### src/rtl/wt_pkg.sv
package wt_pkg;

  typedef enum logic [1:0] {
    ACT_NONE = 2'd0,
    ACT_SET  = 2'd1,
    ACT_CLR  = 2'd2,
    ACT_TGL  = 2'd3
  } act_t;

  typedef struct packed {
    act_t       b_sw;
    act_t       b_per;
    act_t       b_cmp;
    act_t       a_sw;
    act_t       a_per;
    act_t       a_cmp;
    logic [2:0] clk_sel;
  } mode_t;

  localparam int MODE_W = $bits(mode_t);

  localparam logic [2:0] ADR_CMD  = 3'd0;
  localparam logic [2:0] ADR_MODE = 3'd1;
  localparam logic [2:0] ADR_CMPA = 3'd2;
  localparam logic [2:0] ADR_CMPB = 3'd3;
  localparam logic [2:0] ADR_PER  = 3'd4;
  localparam logic [2:0] ADR_CNT  = 3'd5;

  function automatic logic act_apply(input act_t a, input logic cur);
    case (a)
      ACT_SET: return 1'b1;
      ACT_CLR: return 1'b0;
      ACT_TGL: return ~cur;
      default: return cur;
    endcase
  endfunction

endpackage

### src/rtl/wt_prescale.sv
module wt_prescale #(
  parameter int STAGES = 4
) (
  input  logic       clk,
  input  logic       rst_n,
  input  logic       slow_clk,
  input  logic [2:0] sel,
  output logic       tick
);
  localparam int PRE_W = 2 * STAGES - 1;

  logic [PRE_W-1:0] pre_q;
  logic [2:0]       slow_sync_q;
  logic [STAGES-1:0] stage_hit;

  always_ff @(posedge clk or negedge rst_n) begin
    if (!rst_n) begin
      pre_q       <= '0;
      slow_sync_q <= '0;
    end else begin
      pre_q       <= pre_q + PRE_W'(1);
      slow_sync_q <= {slow_sync_q[1:0], slow_clk};
    end
  end

  for (genvar s = 0; s < STAGES; s++) begin : g_stage
    assign stage_hit[s] = &pre_q[2*s:0];
  end

  always_comb begin
    if (int'(sel) < STAGES) tick = stage_hit[sel[1:0]];
    else                    tick = slow_sync_q[1] & ~slow_sync_q[2];
  end

  assert_tick_single_R1: assert property (@(posedge clk) disable iff (!rst_n)
    tick |=> (!tick || sel != $past(sel)));

endmodule

### src/rtl/wt_counter.sv
module wt_counter #(
  parameter int CNT_W = 16
) (
  input  logic             clk,
  input  logic             rst_n,
  input  logic             step,
  input  logic             restart,
  input  logic [CNT_W-1:0] period,
  output logic [CNT_W-1:0] cnt,
  output logic             wrap
);
  assign wrap = (cnt == period);

  always_ff @(posedge clk or negedge rst_n) begin
    if (!rst_n)       cnt <= '0;
    else if (restart) cnt <= '0;
    else if (step)    cnt <= wrap ? '0 : cnt + CNT_W'(1);
  end

  assert_wrap_zero_R2: assert property (@(posedge clk) disable iff (!rst_n)
    step && !restart && wrap |=> cnt == '0);
  assert_count_up_R2: assert property (@(posedge clk) disable iff (!rst_n)
    step && !restart && !wrap |=> cnt == $past(cnt) + CNT_W'(1));
  assert_restart_zero_R6: assert property (@(posedge clk) disable iff (!rst_n)
    restart |=> cnt == '0);
  assert_frozen_R7: assert property (@(posedge clk) disable iff (!rst_n)
    !step && !restart |=> $stable(cnt));

endmodule

### src/rtl/wt_out_unit.sv
module wt_out_unit
  import wt_pkg::*;
#(
  parameter int CNT_W = 16
) (
  input  logic             clk,
  input  logic             rst_n,
  input  logic             step,
  input  logic             sw,
  input  logic             wrap,
  input  logic [CNT_W-1:0] cnt,
  input  logic [CNT_W-1:0] cmp,
  input  act_t             act_cmp,
  input  act_t             act_per,
  input  act_t             act_sw,
  output logic             out_q
);
  logic hit_own;
  logic nxt;

  assign hit_own = (cnt == cmp);

  always_comb begin
    nxt = out_q;
    if (sw)                 nxt = act_apply(act_sw, out_q);
    else if (step && wrap)  nxt = act_apply(act_per, out_q);
    else if (step && hit_own) nxt = act_apply(act_cmp, out_q);
  end

  always_ff @(posedge clk or negedge rst_n) begin
    if (!rst_n) out_q <= 1'b0;
    else        out_q <= nxt;
  end

  assert_sw_set_R6: assert property (@(posedge clk) disable iff (!rst_n)
    sw && act_sw == ACT_SET |=> out_q);
  assert_sw_clr_R6: assert property (@(posedge clk) disable iff (!rst_n)
    sw && act_sw == ACT_CLR |=> !out_q);
  assert_per_wins_R5: assert property (@(posedge clk) disable iff (!rst_n)
    step && !sw && wrap && hit_own && act_per == ACT_SET |=> out_q);
  assert_toggle_R3: assert property (@(posedge clk) disable iff (!rst_n)
    step && !sw && !wrap && hit_own && act_cmp == ACT_TGL |=> out_q != $past(out_q));
  assert_idle_hold_R7: assert property (@(posedge clk) disable iff (!rst_n)
    !sw && !step |=> $stable(out_q));

endmodule

### src/rtl/wave_timer_chan.sv
module wave_timer_chan
  import wt_pkg::*;
#(
  parameter int CNT_W  = 16,
  parameter int ADDR_W = 3
) (
  input  logic              clk,
  input  logic              rst_n,
  input  logic              slow_clk,
  input  logic              wr_en,
  input  logic [ADDR_W-1:0] wr_addr,
  input  logic [CNT_W-1:0]  wr_data,
  input  logic [ADDR_W-1:0] rd_addr,
  output logic [CNT_W-1:0]  rd_data,
  output logic              out_a,
  output logic              out_b
);
  localparam int NOUT = 2;

  mode_t            mode_q;
  logic [CNT_W-1:0] cmp_q [NOUT];
  logic [CNT_W-1:0] per_q;
  logic             clk_on_q;
  logic [2:0]       cmd;
  logic             tick, step, wrap;
  logic [CNT_W-1:0] cnt;
  act_t             a_cmp [NOUT];
  act_t             a_per [NOUT];
  act_t             a_sw  [NOUT];
  logic [NOUT-1:0]  outs;

  assign cmd  = (wr_en && wr_addr == ADDR_W'(ADR_CMD)) ? wr_data[2:0] : 3'b000;
  assign step = clk_on_q & tick;

  always_ff @(posedge clk or negedge rst_n) begin
    if (!rst_n) begin
      mode_q   <= '0;
      cmp_q[0] <= '0;
      cmp_q[1] <= '0;
      per_q    <= '0;
      clk_on_q <= 1'b0;
    end else begin
      if (cmd[1])      clk_on_q <= 1'b0;
      else if (cmd[0]) clk_on_q <= 1'b1;
      if (wr_en) begin
        case (wr_addr)
          ADDR_W'(ADR_MODE): mode_q   <= mode_t'(wr_data[MODE_W-1:0]);
          ADDR_W'(ADR_CMPA): cmp_q[0] <= wr_data;
          ADDR_W'(ADR_CMPB): cmp_q[1] <= wr_data;
          ADDR_W'(ADR_PER):  per_q    <= wr_data;
          default: ;
        endcase
      end
    end
  end

  always_comb begin
    case (rd_addr)
      ADDR_W'(ADR_MODE): rd_data = CNT_W'(mode_q);
      ADDR_W'(ADR_CMPA): rd_data = cmp_q[0];
      ADDR_W'(ADR_CMPB): rd_data = cmp_q[1];
      ADDR_W'(ADR_PER):  rd_data = per_q;
      ADDR_W'(ADR_CNT):  rd_data = cnt;
      default:           rd_data = '0;
    endcase
  end

  assign a_cmp[0] = mode_q.a_cmp;
  assign a_per[0] = mode_q.a_per;
  assign a_sw[0]  = mode_q.a_sw;
  assign a_cmp[1] = mode_q.b_cmp;
  assign a_per[1] = mode_q.b_per;
  assign a_sw[1]  = mode_q.b_sw;

  wt_prescale #(.STAGES(4)) u_pre (
    .clk(clk), .rst_n(rst_n), .slow_clk(slow_clk),
    .sel(mode_q.clk_sel), .tick(tick)
  );

  wt_counter #(.CNT_W(CNT_W)) u_cnt (
    .clk(clk), .rst_n(rst_n), .step(step), .restart(cmd[2]),
    .period(per_q), .cnt(cnt), .wrap(wrap)
  );

  for (genvar g = 0; g < NOUT; g++) begin : g_out
    wt_out_unit #(.CNT_W(CNT_W)) u_out (
      .clk(clk), .rst_n(rst_n), .step(step), .sw(cmd[2]), .wrap(wrap),
      .cnt(cnt), .cmp(cmp_q[g]), .act_cmp(a_cmp[g]), .act_per(a_per[g]),
      .act_sw(a_sw[g]), .out_q(outs[g])
    );
  end

  assign out_a = outs[0];
  assign out_b = outs[1];

  assert_disable_wins_R6: assert property (@(posedge clk) disable iff (!rst_n)
    cmd[1] |=> !clk_on_q);
  assert_write_next_R9: assert property (@(posedge clk) disable iff (!rst_n)
    wr_en && wr_addr == ADDR_W'(ADR_PER) |=> per_q == $past(wr_data));

endmodule

### config.mk
export PLATFORM = sky130hd
export DESIGN_NAME = wave_timer_chan
export DESIGN_NICKNAME = d
export VERILOG_FILES = /design/src/rtl/wt_pkg.sv /design/src/rtl/wt_prescale.sv /design/src/rtl/wt_counter.sv /design/src/rtl/wt_out_unit.sv /design/src/rtl/wave_timer_chan.sv
export SDC_FILE = /design/constraint.sdc
export NUM_CORES = 1
export LEC_CHECK = 0
export BUFFER_PORTS_ARGS = -buffer_cell sky130_fd_sc_hd__buf_2
export CORE_ASPECT_RATIO = 1.1
export CORE_MARGIN = 2
export CORE_UTILIZATION = 55
export DETAILED_ROUTE_END_ITERATION = 10
export PLACE_DENSITY_LB_ADDON = 0.2
export SLEW_MARGIN = 20
export SYNTH_ARGS = -nofsm -noshare
export SYNTH_HDL_FRONTEND = slang
export SYNTH_HIERARCHICAL = 1
export SYNTH_SLANG_ARGS = --single-unit
export TNS_END_PERCENT = 100
### constraint.sdc
create_clock -name clk -period 2.8 [get_ports clk]
set_input_delay 0.28 -clock clk [delete_from_list [all_inputs] [get_ports clk]]
set_output_delay 0.28 -clock clk [all_outputs]
set_load 0.1 [all_outputs]
==> results.txt, run 1 <==
- The path class of the tightest hold or removal check is in -> reg.
- In the global route stage, overall resource usage came out at 0.280.
- The count of nets left with antenna violations once routing finished came out at 0.
* Adder-Cell Fraction of Synth Area: 0.00918
* Highest-delay cell along the critical path: sky130_fd_sc_hd__dfrtp_1
* HP Start: wr_data[1]
- Headroom to the max-slew limit came out at 0.481.
- XOR/XNOR Fraction of Synth Area: 0.0913
* Pwr per Cell Area: 671 nW/µm²
- On the final layout, the worst hold slack is 0.116 ns.
* Count of final setup violators: 0
- At the pin with the least slew margin, the transition time is 0.775 ns.
- Fill cells in the final layout number 726.
- The worst path needs 2.69 ns of the cycle, external delays included.
* Family with the most delay on the worst path: compound AO/OA/AOI/OAI gates
- The tree built by TritonCTS fans out to 92 sinks.
- The setup path with the least slack is of type reg -> reg.
- The via count of the first global-routing pass was 4214.
- The post-synthesis compound-gate area fraction was 0.0838.
- STA puts the critical path data required time at 3.06 ns.
* # IOs: 44
- Post-route design area: 6450 µm²
* Max Freq: 0.372 GHz
- Number of nets in the layout: 563
- VDD sags by at most 495 µV.
- The final count of hold timing violations was 0.
* Cell Rows: 38
* Total chip power: 4330 µW
* Area occupied by multi-input gates: 2980 µm²
* Global-route wire length before repair: 23100 µm
- The synthesized netlist occupies a cell area of 5450 µm².
- The initial antenna violation count is 0.
* Quantity of I/O buffers inserted on ports: 43
- DR iter-0 viols: 354
- Count of state elements after synthesis: 92
* Total wire length after detailed routing: 14200 µm
- Critical register-to-register path endpoint: g_out[0].u_out/out_q
- The number of nets in the synthesized netlist is 502.
- For the worst flop-to-flop path, the logic depth is 13.
* Share of post-route cells with drive strength above 1: 0.366
- The worst register-to-register path begins at u_pre/pre_q[0].
* Hold Path Stages: 2
- Number of diodes added for antenna fixing: 0
- Fraction of synthesis flops using an asynchronous set or reset pin: 1.00
- Final weighted congestion of routability-driven global placement: 0.865
- At the worst endpoint, the arrival time is 2.95 ns.
- Critical-path maximum fanout: 11
* Via count: 4153
- After synthesis, the largest family of logic cells by area is multiplexers.
- Among all flip-flop cells after synthesis, the most frequent one is sky130_fd_sc_hd__dfrtp_1.
* Destination of the worst hold path: clk_on_q
- TritonCTS built the clock tree.
- The worst path meets setup with 0.114 ns of slack.
- STA classifies the critical path startpoint as a register.
- CTS built an H-tree with a depth of 3.
- The tool flagged a number of max-cap violations equal to 0.
- Netlist cell types: 51
- The count of final max-slew check failures came to 0.
- Via/cell ratio: 6.31
- EDFF count, synth: 0
- Worst-skew pair later-pin latency: 0.38 ns
* Post-Syn Area per Cell: 11.6 µm²
* Die Footprint: 10700 µm²
- In this run, CTS created clock tree buffers numbering 9.
- The flow ran to the end, and the final reports show no timing, DRC or antenna violations.
- The clock arrives with 0.00869 ns of skew.
- In this design, the stage delay of the slowest critical-path cell is 0.42 ns.
* Cells traversed along the worst timing path: ha_4 > and3_2 > ha_1 > inv_1 > o221a_1 > o31ai_2 > and2_4 > buf_12 > nand2_1 > nor3_1 > o21ai_0 > a31oi_1 > mux2_1
- Post-Synth Simple-Gate Area: 0.140
- The clock passes through at most 2 buffers.
* Core area: 9750 µm²
- Routed wirelength normalized by instance count: 21.6 µm
* Area grow syn2layout: 18.3%
* Residual DRC: 0
- Global routing finished with a remaining overflow of 0.
- Clock Pin Slew Worst Setup and Hold Paths: 0.09 ns
* Buf+Inv Stages, Crit Path: 2
* Endpoint class of the critical path: register
- The first TritonRoute pass finished after 5 iterations.
- The portion of synthesized area spent on multiplexers is 0.215.
- Largest net degree at the start of global routing: 52
* Area of placed instances: 6120 µm²
- The wire-length estimate of the detail-placed layout is 9720 µm.
- Of the synthesized area, sequential elements account for 0.422.
- Leakage: 0.00257 µW
- Initial cell density of the core: 0.559
- Register-to-register path setup slack: 0.11 ns
- Setup slack after placement: 0.00544 ns
* Synthesis Warnings: 6
- Width of the chip: 98.9 µm
- Synth Instances: 472
- Footprint of the flip-flops and latches: 2300 µm²
* Master cell of the clock root buffer: sky130_fd_sc_hd__clkbuf_8
- The floorplan step set the die height to 108 µm.
* Final period util: 0.959
## per-layer routing
metal | vias up | share of wire | routed length [µm] | GRT usage
li1 | 1854 | - | - | -
met1 | 2109 | 0.43 | 6110 | 0.378
met2 | 153 | 0.48 | 6810 | 0.445
met3 | 37 | 0.058 | 822 | 0.0452
met4 | 0 | 0.033 | 473 | 0.126
met5 | - | 0 | 0 | 0
## how the worst max path moves through the flow
stage | end | cells after the start | slack [ns] | from
after global placement | g_out[1].u_out/out_q | 13 | 0.12 | u_pre/pre_q[0]
after global routing | g_out[1].u_out/out_q | 13 | -0.008 | u_pre/pre_q[0]
final | g_out[0].u_out/out_q | 13 | 0.11 | u_pre/pre_q[0]
after floorplan | u_cnt/cnt[1] | 12 | 0.13 | u_pre/pre_q[0]
after CTS | g_out[1].u_out/out_q | 13 | 0.02 | u_pre/pre_q[0]
after detailed placement | g_out[1].u_out/out_q | 13 | 0.005 | u_pre/pre_q[0]
## cells in the final DEF (no fill, tap or decap), drive strengths merged, types with 5 or more instances in the layout
cell type / instances
nand3b: 16
o211ai: 18
mux2: 82
nor3: 8
a21oi: 5
dfrtp: 92
o21ai: 7
inv: 7
xnor2: 48
nor2: 15
nand2: 34
buf: 73
a2111oi: 8
mux2i: 21
nand3: 7
nand4: 16
xor2: 8
nand2b: 8
nor4: 9
a211oi: 6
clkbuf: 11
## logic make-up (layout without fill, tap and decap cells)
group,count (synthesis),in the layout
mux,103,103
fa+ha+maj,4,4
compound gates,58,58
flops,92,92
buf+inv,34,100
simple gates,125,125
xor+xnor,56,56
## Yosys cell counts, types with 3 or more instances
| master | count | share of area |
|---|---|---|
| sky130_fd_sc_hd__nor3_1 | 7 | 0.0064 |
| sky130_fd_sc_hd__nor4_2 | 5 | 0.011 |
| sky130_fd_sc_hd__dfrtp_1 | 92 | 0.42 |
| sky130_fd_sc_hd__o31ai_1 | 3 | 0.0041 |
| sky130_fd_sc_hd__a2111oi_2 | 6 | 0.017 |
| sky130_fd_sc_hd__nand2b_1 | 8 | 0.0092 |
| sky130_fd_sc_hd__buf_4 | 4 | 0.0055 |
| sky130_fd_sc_hd__a21oi_1 | 5 | 0.0046 |
| sky130_fd_sc_hd__nand2_1 | 34 | 0.023 |
| sky130_fd_sc_hd__xnor2_1 | 47 | 0.075 |
| sky130_fd_sc_hd__inv_1 | 7 | 0.0048 |
| sky130_fd_sc_hd__mux2_4 | 10 | 0.028 |
| sky130_fd_sc_hd__nor4_1 | 3 | 0.0034 |
| sky130_fd_sc_hd__nand3b_1 | 16 | 0.022 |
| sky130_fd_sc_hd__xor2_1 | 8 | 0.013 |
| sky130_fd_sc_hd__nand3_1 | 5 | 0.0046 |
| sky130_fd_sc_hd__o211ai_1 | 18 | 0.025 |
| sky130_fd_sc_hd__nor2_1 | 15 | 0.010 |
| sky130_fd_sc_hd__mux2_2 | 70 | 0.14 |
| sky130_fd_sc_hd__a31oi_1 | 4 | 0.0046 |
| sky130_fd_sc_hd__a211oi_1 | 6 | 0.0083 |
| sky130_fd_sc_hd__o21ai_0 | 7 | 0.0064 |
| sky130_fd_sc_hd__nand4_1 | 14 | 0.016 |
| sky130_fd_sc_hd__buf_6 | 4 | 0.0083 |
| sky130_fd_sc_hd__nor2b_1 | 3 | 0.0034 |
| sky130_fd_sc_hd__clkbuf_1 | 10 | 0.0069 |
| sky130_fd_sc_hd__buf_2 | 7 | 0.0064 |
| sky130_fd_sc_hd__mux2i_1 | 21 | 0.039 |
| sky130_fd_sc_hd__ha_1 | 4 | 0.0092 |
## state kept, by name, indices dropped and copies added (netlist names)
signal	cells
u_pre/pre_q	7
cmp_q	32
a_sw	4
clk_on_q	1
u_pre/slow_sync_q	3
u_cnt/cnt	16
g_out.u_out/out_q	2
a_per	4
per_q	16
a_cmp	4
mode_q	3
## layout make-up
type,count,share of cell area
clock inverters,6,0.00989
repair buffers,77,0.122
multi-input cells,346,0.463
well taps,120,0.0233
clock buffers,10,0.0213
inverters,7,0.00407
flip-flops and latches,92,0.357
## report_power, final
part           switching (µW)  internal, µW
Clock                     484           435
Combinational             862           686
Sequential                295          1560
Total                    1640          2680
## per-stage QoR
stage / cells / TNS [ns] / utilization
3_5_place_dp: 635 / 0 / 0.628
3_3_place_gp: 635 / 0 / 0.628
6_report: 658 / 0 / 0.662
5_1_grt: 658 / -0.0104 / 0.662
2_1_floorplan: 472 / 0 / -
4_1_cts: 654 / 0 / 0.654
## timing repair
action / in CTS / in global routing
cloned: 1 / 1
gates resized for setup: 1 / 6
hold endpoints to repair: 42 / 0
setup buffers: 0 / 3
hold buffers: 2 / 0
setup endpoints to repair: 2 / 4
pin swaps: 0 / 4
No activity file was read; power rests on OpenSTA's default activity.
==> run 2: changes to the inputs <==
Settings changed: ABC_AREA set to 1.
==> run 2 against run 1 <==
Net effect:
- first-iteration DRC count rose by 46%
- critical endpoint is now u_cnt/cnt[10]
- sequential power is 9.7% higher
- non-clock buffer count decreased by 22
- area after synthesis up 7.0%
- global-route usage increased by 1.2 points
==> results.txt, run 2 <==
- Run status: finished, final reports clean
- Synth Area in Compound Gates: 0.0978
* Critical-path maximum fanout: 12
- Number of buffers created by CTS: 9
- Across the run, the number of max-cap violations was 0.
- The share of total power dissipated in combinational logic is 0.338.
- Synthesis produced a netlist with a net count of 894.
- Fraction of synthesis flops using an asynchronous set or reset pin: 1.00
- At the worst endpoint, the required time is 3.08 ns.
- The average instance in the mapped netlist occupies 6.75 µm².
* Number of gates resized after cts: 0
* Cells on worst reg2reg path: 16
* Dominant cell type by area after synthesis: sky130_fd_sc_hd__dfrtp_1
- In this run, synthesis inferred 0 flip-flops with an integrated enable.
* Number of cells in the design after placement: 1036
- Most frequent cells in the layout: 255 x sky130_fd_sc_hd__nand2_1, 150 x sky130_fd_sc_hd__inv_1, 96 x sky130_fd_sc_hd__nor2_1
* # IOs: 44
* Critical path class: reg -> reg
- The floorplan has 39 rows.
* Endpoint class of the critical path: register
* Hold Path Stages: 1
- Die Footprint: 11500 µm²
- Synth Instances: 864
* Portion of total power attributed to the clock network: 0.240
- Aggregate global routing overflow: 0
* Clock tree from TritonCTS: built
- Before antenna repair, the detailed router went through 6 iterations.
- After the flow finishes, the layout carries non-filler instances totaling 1053.
* Netlist cell types: 33
* HP Start: slow_clk
- Routed wirelength normalized by instance count: 15.0 µm
- Most frequent cell on the critical path: sky130_fd_sc_hd__nand2_1
* Destination of the worst hold path: u_pre/slow_sync_q[0]
- Clock tree buffer depth: 2
- Setup slack after placement: 0.383 ns
* Int Power: 2730 µW
* Max Freq: 0.405 GHz
- Post-synthesis sequential area ratio: 0.395
- The mapped netlist covers 5840 µm².
- CTS built an H-tree with a depth of 3.
- After legalization and detailed placement, the total HPWL measured 11400 µm.
* Stage delay of the slowest cell on the critical path: 0.41 ns
- Data arrives at the worst endpoint at 2.75 ns.
- After synthesis the netlist holds a flip-flop and latch count of 92.
- XOR/XNOR Fraction of Synth Area: 0.0255
- Of the post-synthesis cell area, the dominant cell type holds 0.395.
- In the final layout, the registers with the most flip-flops are cmp_q (32), per_q (16), u_cnt/cnt (16).
- The initial antenna violation count is 0.
- Buffers added to address setup during post-CTS repair amount to 0.
- At the pin with the least slew margin, the transition time is 0.688 ns.
- Kind of start point of the critical path: register
* Pwr per Cell Area: 746 nW/µm²
* Clock Sink Count: 92
- Most used standard cells in the synthesized netlist: 255 x sky130_fd_sc_hd__nand2_1, 150 x sky130_fd_sc_hd__inv_1, 96 x sky130_fd_sc_hd__nor2_1, 92 x sky130_fd_sc_hd__dfrtp_1, 74 x sky130_fd_sc_hd__o21ai_0
- By area, the combinational part of the netlist is dominated by simple AND/OR/NAND/NOR gates.
* Mux contribution to synthesized area: 0
- After synthesis, the cell types taking the most area are sky130_fd_sc_hd__dfrtp_1 39%, sky130_fd_sc_hd__nand2_1 16%, sky130_fd_sc_hd__inv_1 9.6%, sky130_fd_sc_hd__o21ai_0 6.3%, sky130_fd_sc_hd__nor2_1 6.2%.
- Worst relative slew slack: 0.541
- Filler instances: 973
- In the final layout, the share of cells above drive strength 1 is 0.130.
- Across all layers, the routed design uses 5474 vias.
- For this run, the total global-route usage over all layers was measured as 0.292.
* DR iter-0 viols: 518
- The first global-routing pass estimated 26000 µm of wire.
* Total wire length after detailed routing: 15800 µm
- Area grow syn2layout: 11.2%
- The repair_antennas step left the layout with diodes totalling 0.
* Flip-flop count of the largest register after layout: 32
- Master cell of the clock root buffer: sky130_fd_sc_hd__clkbuf_16
* Post-route design area: 6490 µm²
- In the final design database the tool counted 935 nets.
- For the worst-skew pair, the clock arrives at the later sink with an insertion delay of 0.34 ns.
* Final setup slack of the worst path: 0.328 ns
- Via count of the first global-routing pass: 5317
- Initial cell density of the core: 0.564
* Register with the highest flop count: cmp_q
* Final weighted congestion of routability-driven global placement: 0.923
- Core area: 10300 µm²
- The worst register-to-register path begins at u_pre/pre_q[0].
- Largest net degree at the start of global routing: 53
- Clock Pin Slew Worst Setup and Hold Paths: 0.07 ns
- Y dimension of the die: 112 µm
- Of the total power, the share spent switching nets is 0.435.
- Maximum vdd ir drop: 405 µV
* Residual DRC: 0
- Of the total synthesized cell area, the portion taken by AND, OR, NAND and NOR gates is 0.345.
- Cells traversed along the worst timing path: ha_1 > nand2_2 > nor2_1 > ha_1 > a21oi_1 > nand2_1 > nand2_1 > nand2_1 > nand2_1 > inv_1 > nor2_4 > inv_1 > nand2_1 > o21ai_1 > nand2_1 > a21oi_2
- Most numerous cell in the Yosys netlist: sky130_fd_sc_hd__nand2_1
- Buffers inserted to repair hold after CTS numbered 1.
- After routing, the total negative slack on setup checks comes to 0 ns.
- Of the available clock period, the critical path in the final layout requires 0.883.
- For flop-to-flop paths, the worst setup slack is 0.33 ns.
- Highest-delay cell along the critical path: sky130_fd_sc_hd__dfrtp_1
- In this run the worst hold path is classified as in -> reg.
- Leakage: 0.00344 µW
* Quantity of I/O buffers inserted on ports: 43
* Total net switching power: 2110 µW
* Power share of the sequential group: 0.422
- Total count of max-transition violations in the final report: 0
* Via/cell ratio: 5.20
- Final period demand of the worst path: 2.47 ns
- For this run, the number of Yosys warnings is 6.
* Setup skew after layout: 0.00669 ns
- RSZ-0062 raised after global routing: no
- Leading cell type in the layout, fill and taps excluded: sky130_fd_sc_hd__nand2_1
- For this run, the leading register cell type out of synthesis is sky130_fd_sc_hd__dfrtp_1.
- Adder-Cell Fraction of Synth Area: 0.00858
- Endpoints failing hold: 0
* Count of final setup violators: 0
* Area of placed instances: 6200 µm²
* Detail Route Antenna Nets: 0
* Width of the chip: 102 µm
- Critical register-to-register path endpoint: u_cnt/cnt[10]
run 2: cell count changes in the layout (fill, tap and decap cells not counted), moves of 12 or more:
| cell | change |
|---|---|
| sky130_fd_sc_hd__inv_1 | +143 |
| sky130_fd_sc_hd__buf_12 | -17 |
| sky130_fd_sc_hd__o211ai_1 | -18 |
| sky130_fd_sc_hd__nand3_1 | +49 |
| sky130_fd_sc_hd__nand3b_1 | -16 |
| sky130_fd_sc_hd__buf_4 | -18 |
| sky130_fd_sc_hd__o21ai_1 | +12 |
| sky130_fd_sc_hd__xnor2_1 | -40 |
| sky130_fd_sc_hd__mux2i_1 | -21 |
| sky130_fd_sc_hd__mux2_2 | -70 |
| sky130_fd_sc_hd__buf_2 | +16 |
| sky130_fd_sc_hd__nand2_1 | +222 |
| sky130_fd_sc_hd__nor2_1 | +81 |
| sky130_fd_sc_hd__o21ai_0 | +68 |
run 2: cell families after synthesis:
kind of cell,Yosys count
buffers and inverters,188
adders and majority gates,4
AOI/OAI and AO/OA,105
DFF,92
and+or+nand+nor,458
xor gates and xnor gates,17
run 2: final cells by class:
class | count | area, µm² | share of cell area
timing repair buffer | 55 | 323 | 0.0498
sequential | 92 | 2300 | 0.355
clock buffer | 12 | 256 | 0.0395
tap | 143 | 179 | 0.0276
multi-input combinational | 584 | 2790 | 0.430
inverter | 163 | 613 | 0.0945
clock inverter | 4 | 23.8 | 0.00366
run 2: power by group through the flow:
stage	Sequential, µW	Combinational (µW)	Clock, µW
final	2040	1640	1160
after floorplan	1950	1240	0
after CTS	2030	1630	1170
after global placement	2040	1570	0
after global routing	2080	1830	1230
after detailed placement	2050	1620	0
run 2: worst max-delay path: cells and delay by family (launching register included):
family	cells	cell delay (ns)
simple gates	9	0.73
buf+inv	2	0.60
flops	1	0.41
fa+ha+maj	2	0.36
compound gates	3	0.32
run 2: worst max-delay path by stage:
stage                          to  cells after the start           start  slack (ns)
floorplan            u_cnt/cnt[9]                      8      wr_addr[2]        0.52
global placement    u_cnt/cnt[10]                     16  u_pre/pre_q[0]        0.53
detailed placement  u_cnt/cnt[10]                     16  u_pre/pre_q[0]        0.38
CTS                 u_cnt/cnt[10]                     16  u_pre/pre_q[0]        0.37
global route        u_cnt/cnt[10]                     16  u_pre/pre_q[0]        0.13
finish              u_cnt/cnt[10]                     16  u_pre/pre_q[0]        0.33
run 2: through the flow:
stage / total power (µW) / hold WS, ns / util
after floorplan: 3190 / -0.0156 / -
after global placement: 3610 / 0.338 / 0.599
after detailed placement: 3660 / 0.349 / 0.599
after CTS: 4830 / 0.0326 / 0.627
after global routing: 5150 / 0.0372 / 0.627
final: 4840 / 0.0423 / 0.627
run 2: per-layer routing:
| layer | share of wire | track usage | vias to the layer above | wire (µm) |
|---|---|---|---|---|
| met5 | 0 | 0 | - | 0 |
| met4 | 0.018 | 0.0836 | 0 | 288 |
| met3 | 0.052 | 0.0579 | 32 | 830 |
| met2 | 0.48 | 0.484 | 172 | 7610 |
| met1 | 0.45 | 0.389 | 2532 | 7110 |
| li1 | - | - | 2738 | - |
==> run 3: changes to the inputs <==
Settings changed: CORE_MARGIN 2 to not set.
==> run 3 against run 2 <==
Net effect:
- clock power increased by 21%
- non-clock buffer count unchanged
- first-iteration DRC count decreased by 6.6%
- core utilization increased by 0.59 points
- setup slack improved by 0.054 ns
- final cell count unchanged
- largest power group unchanged
- highest routed layer unchanged
==> results.txt, run 3 (synthesized netlist as in run 2, its figures left out) <==
- The flow ran to the end, and the final reports show no timing, DRC or antenna violations.
- In this run the number of cells on the critical path is 16.
- Master cell of the clock root buffer: sky130_fd_sc_hd__clkbuf_16
- Endpoints failing hold: 0
* Area of placed instances: 6200 µm²
- Measured along the y axis, the die boundary spans 110 µm.
- Compared with the post-synthesis result, the final layout area differs by 12.2%.
- Largest net degree at the start of global routing: 49
- Setup skew after layout: 0.00804 ns
- Pwr per Cell Area: 775 nW/µm²
- Largest registers: cmp_q (32), per_q (16), u_cnt/cnt (16)
- The first global-routing pass estimated 25800 µm of wire.
* Share of post-route cells with drive strength above 1: 0.130
* Stage delay of the slowest cell on the critical path: 0.41 ns
- Leakage: 0.00346 µW
- First-pass iteration count of the detailed router: 6
- Along the worst path, the maximum fanout reaches 11.
* Routed wirelength normalized by instance count: 15.4 µm
- Half-perimeter wire length of the detailed placement result: 11500 µm
* Family with the most delay on the worst path: buffers and inverters
* Most frequent cells in the layout: 255 x sky130_fd_sc_hd__nand2_1, 150 x sky130_fd_sc_hd__inv_1, 96 x sky130_fd_sc_hd__nor2_1
- Kind of start point of the critical path: register
- Detail Route Antenna Nets: 0
- The register with the most flip-flops in the final layout is cmp_q.
- Buf+Inv Stages, Crit Path: 3
- Min-delay worst type: in -> reg
- At the later pin of the worst-skew pair, clock insertion delay measures 0.34 ns.
- DR iter-0 viols: 484
* Aggregate global routing overflow: 0
- Timing would allow up to 0.414 GHz.
* Clock Pin Slew Worst Setup and Hold Paths: 0.07 ns
* Number of gates resized after cts: 0
- For the worst setup path, the data required time is 3.03 ns.
- At the worst endpoint, the arrival time is 2.65 ns.
- Of the available clock period, the critical path in the final layout requires 0.863.
- Measured in cells, the most critical reg-to-reg path has a length of 16.
* Flip-flop count of the largest register after layout: 32
- Setup fix buffers added after clock tree synthesis: 0
* Quantity of I/O buffers inserted on ports: 43
* Final weighted congestion of routability-driven global placement: 0.889
* Total wire length after detailed routing: 16200 µm
- STA classifies the critical path endpoint as a register.
- The via count of the first global-routing pass is 5284.
* Clock Sink Count: 92
- The finished cells cover 6550 µm².
- For the pin with the worst max-slew slack, the measured transition is 0.668 ns.
* Die Footprint: 11000 µm²
- Global-route usage over all layers: 0.308
- Maximum vdd ir drop: 509 µV
- Number of diodes added for antenna fixing: 0
* Count of final setup violators: 0
- After floorplanning, the core was sized to cover 10300 µm².
- Highest-delay cell along the critical path: sky130_fd_sc_hd__dfrtp_1
- In this design, the critical path's most frequently occurring cell is sky130_fd_sc_hd__nand2_1.
- Buffers inserted during clock tree synthesis total 9.
- Via/cell ratio: 5.33
* Number of nets in the layout: 935
- The routed design could run at a clock period as short as 2.42 ns.
- The longest clock path from root to sink contains 2 buffers.
* Hold-fix buffers at CTS: 1
- RSZ-0062 raised after global routing: no
- Critical path class: reg -> reg
- Width of the chip: 100 µm
* Post-layout instance count excluding filler cells: 1053
* Cells traversed along the worst timing path: ha_1 > nand2_2 > nor2_1 > ha_1 > a21oi_1 > nand2_1 > nand2_1 > nand2_1 > nand2_1 > inv_1 > nor2_4 > inv_1 > buf_4 > nand3_1 > nand2_1 > a21oi_2
- Cell Rows: 39
- The initial antenna violation count was 0.
* Initial cell density of the core: 0.564
* Final core utilization: 0.633
- Worst relative slew slack: 0.554
- CTS H-tree depth: 3
- Leading cell type in the layout, fill and taps excluded: sky130_fd_sc_hd__nand2_1
- Across all layers, the routed design uses 5614 vias.
* Final sum of negative setup slack: 0 ns
- Counting instances, the worst hold path has a depth of 1.
* Clock tree from TritonCTS: built
- Max capacitance violation total: 0
- Residual DRC: 0
- Number of cells in the design after placement: 1036
- # IOs: 44
- The count of final max-slew check failures was 0.
run 3: cell types whose count changed in the layout (fill, tap and decap cells not counted):
| cell | delta |
|---|---|
| sky130_fd_sc_hd__clkbuf_8 | -2 |
| sky130_fd_sc_hd__clkinvlp_4 | +3 |
| sky130_fd_sc_hd__clkinv_2 | -3 |
| sky130_fd_sc_hd__clkinv_4 | -1 |
| sky130_fd_sc_hd__bufinv_16 | +3 |
run 3: area by class of cell:
cell class / instances / area (µm²)
timing repair buffer: 55 / 323
sequential: 92 / 2300
tap: 143 / 179
inverter: 163 / 613
clock buffer: 10 / 229
clock inverter: 6 / 113
multi-input combinational: 584 / 2790
fill: 947 / 3800
run 3: per-stage QoR:
step / worst slack [ns] / hold slack (ns) / total power (µW)
detailed placement: 0.422 / 0.337 / 3660
CTS: 0.412 / 0.0354 / 5070
floorplan: 0.516 / -0.0156 / 3190
finish: 0.382 / 0.0446 / 5070
global route: 0.167 / 0.0304 / 5380
global placement: 0.503 / 0.335 / 3610
run 3: layer usage:
metal | GRT usage | up-vias | routed length, µm | part of all wire
li1 | - | 2737 | - | -
met1 | 0.411 | 2637 | 6960 | 0.43
met2 | 0.506 | 201 | 7730 | 0.48
met3 | 0.0378 | 39 | 1040 | 0.065
met4 | 0.139 | 0 | 440 | 0.027
met5 | 0 | - | 0 | 0
run 3: path summary, 6_finish.rpt:
kind                       slack, ns                    to                  from
max                             0.38         u_cnt/cnt[10]        u_pre/pre_q[0]
min                             0.04  u_pre/slow_sync_q[0]              slow_clk
max reg2reg                     0.38         u_cnt/cnt[10]        u_pre/pre_q[0]
min reg2reg                     0.36  u_pre/slow_sync_q[1]  u_pre/slow_sync_q[0]
max in group asynchronous       1.63  g_out[1].u_out/out_q                 rst_n
min in group asynchronous       0.49              cmp_q[2]                 rst_n
run 3: report_power, final:
group | switching (µW) | internal [µW]
Clock | 527 | 873
Combinational | 1140 | 498
Sequential | 452 | 1590
Total | 2110 | 2960
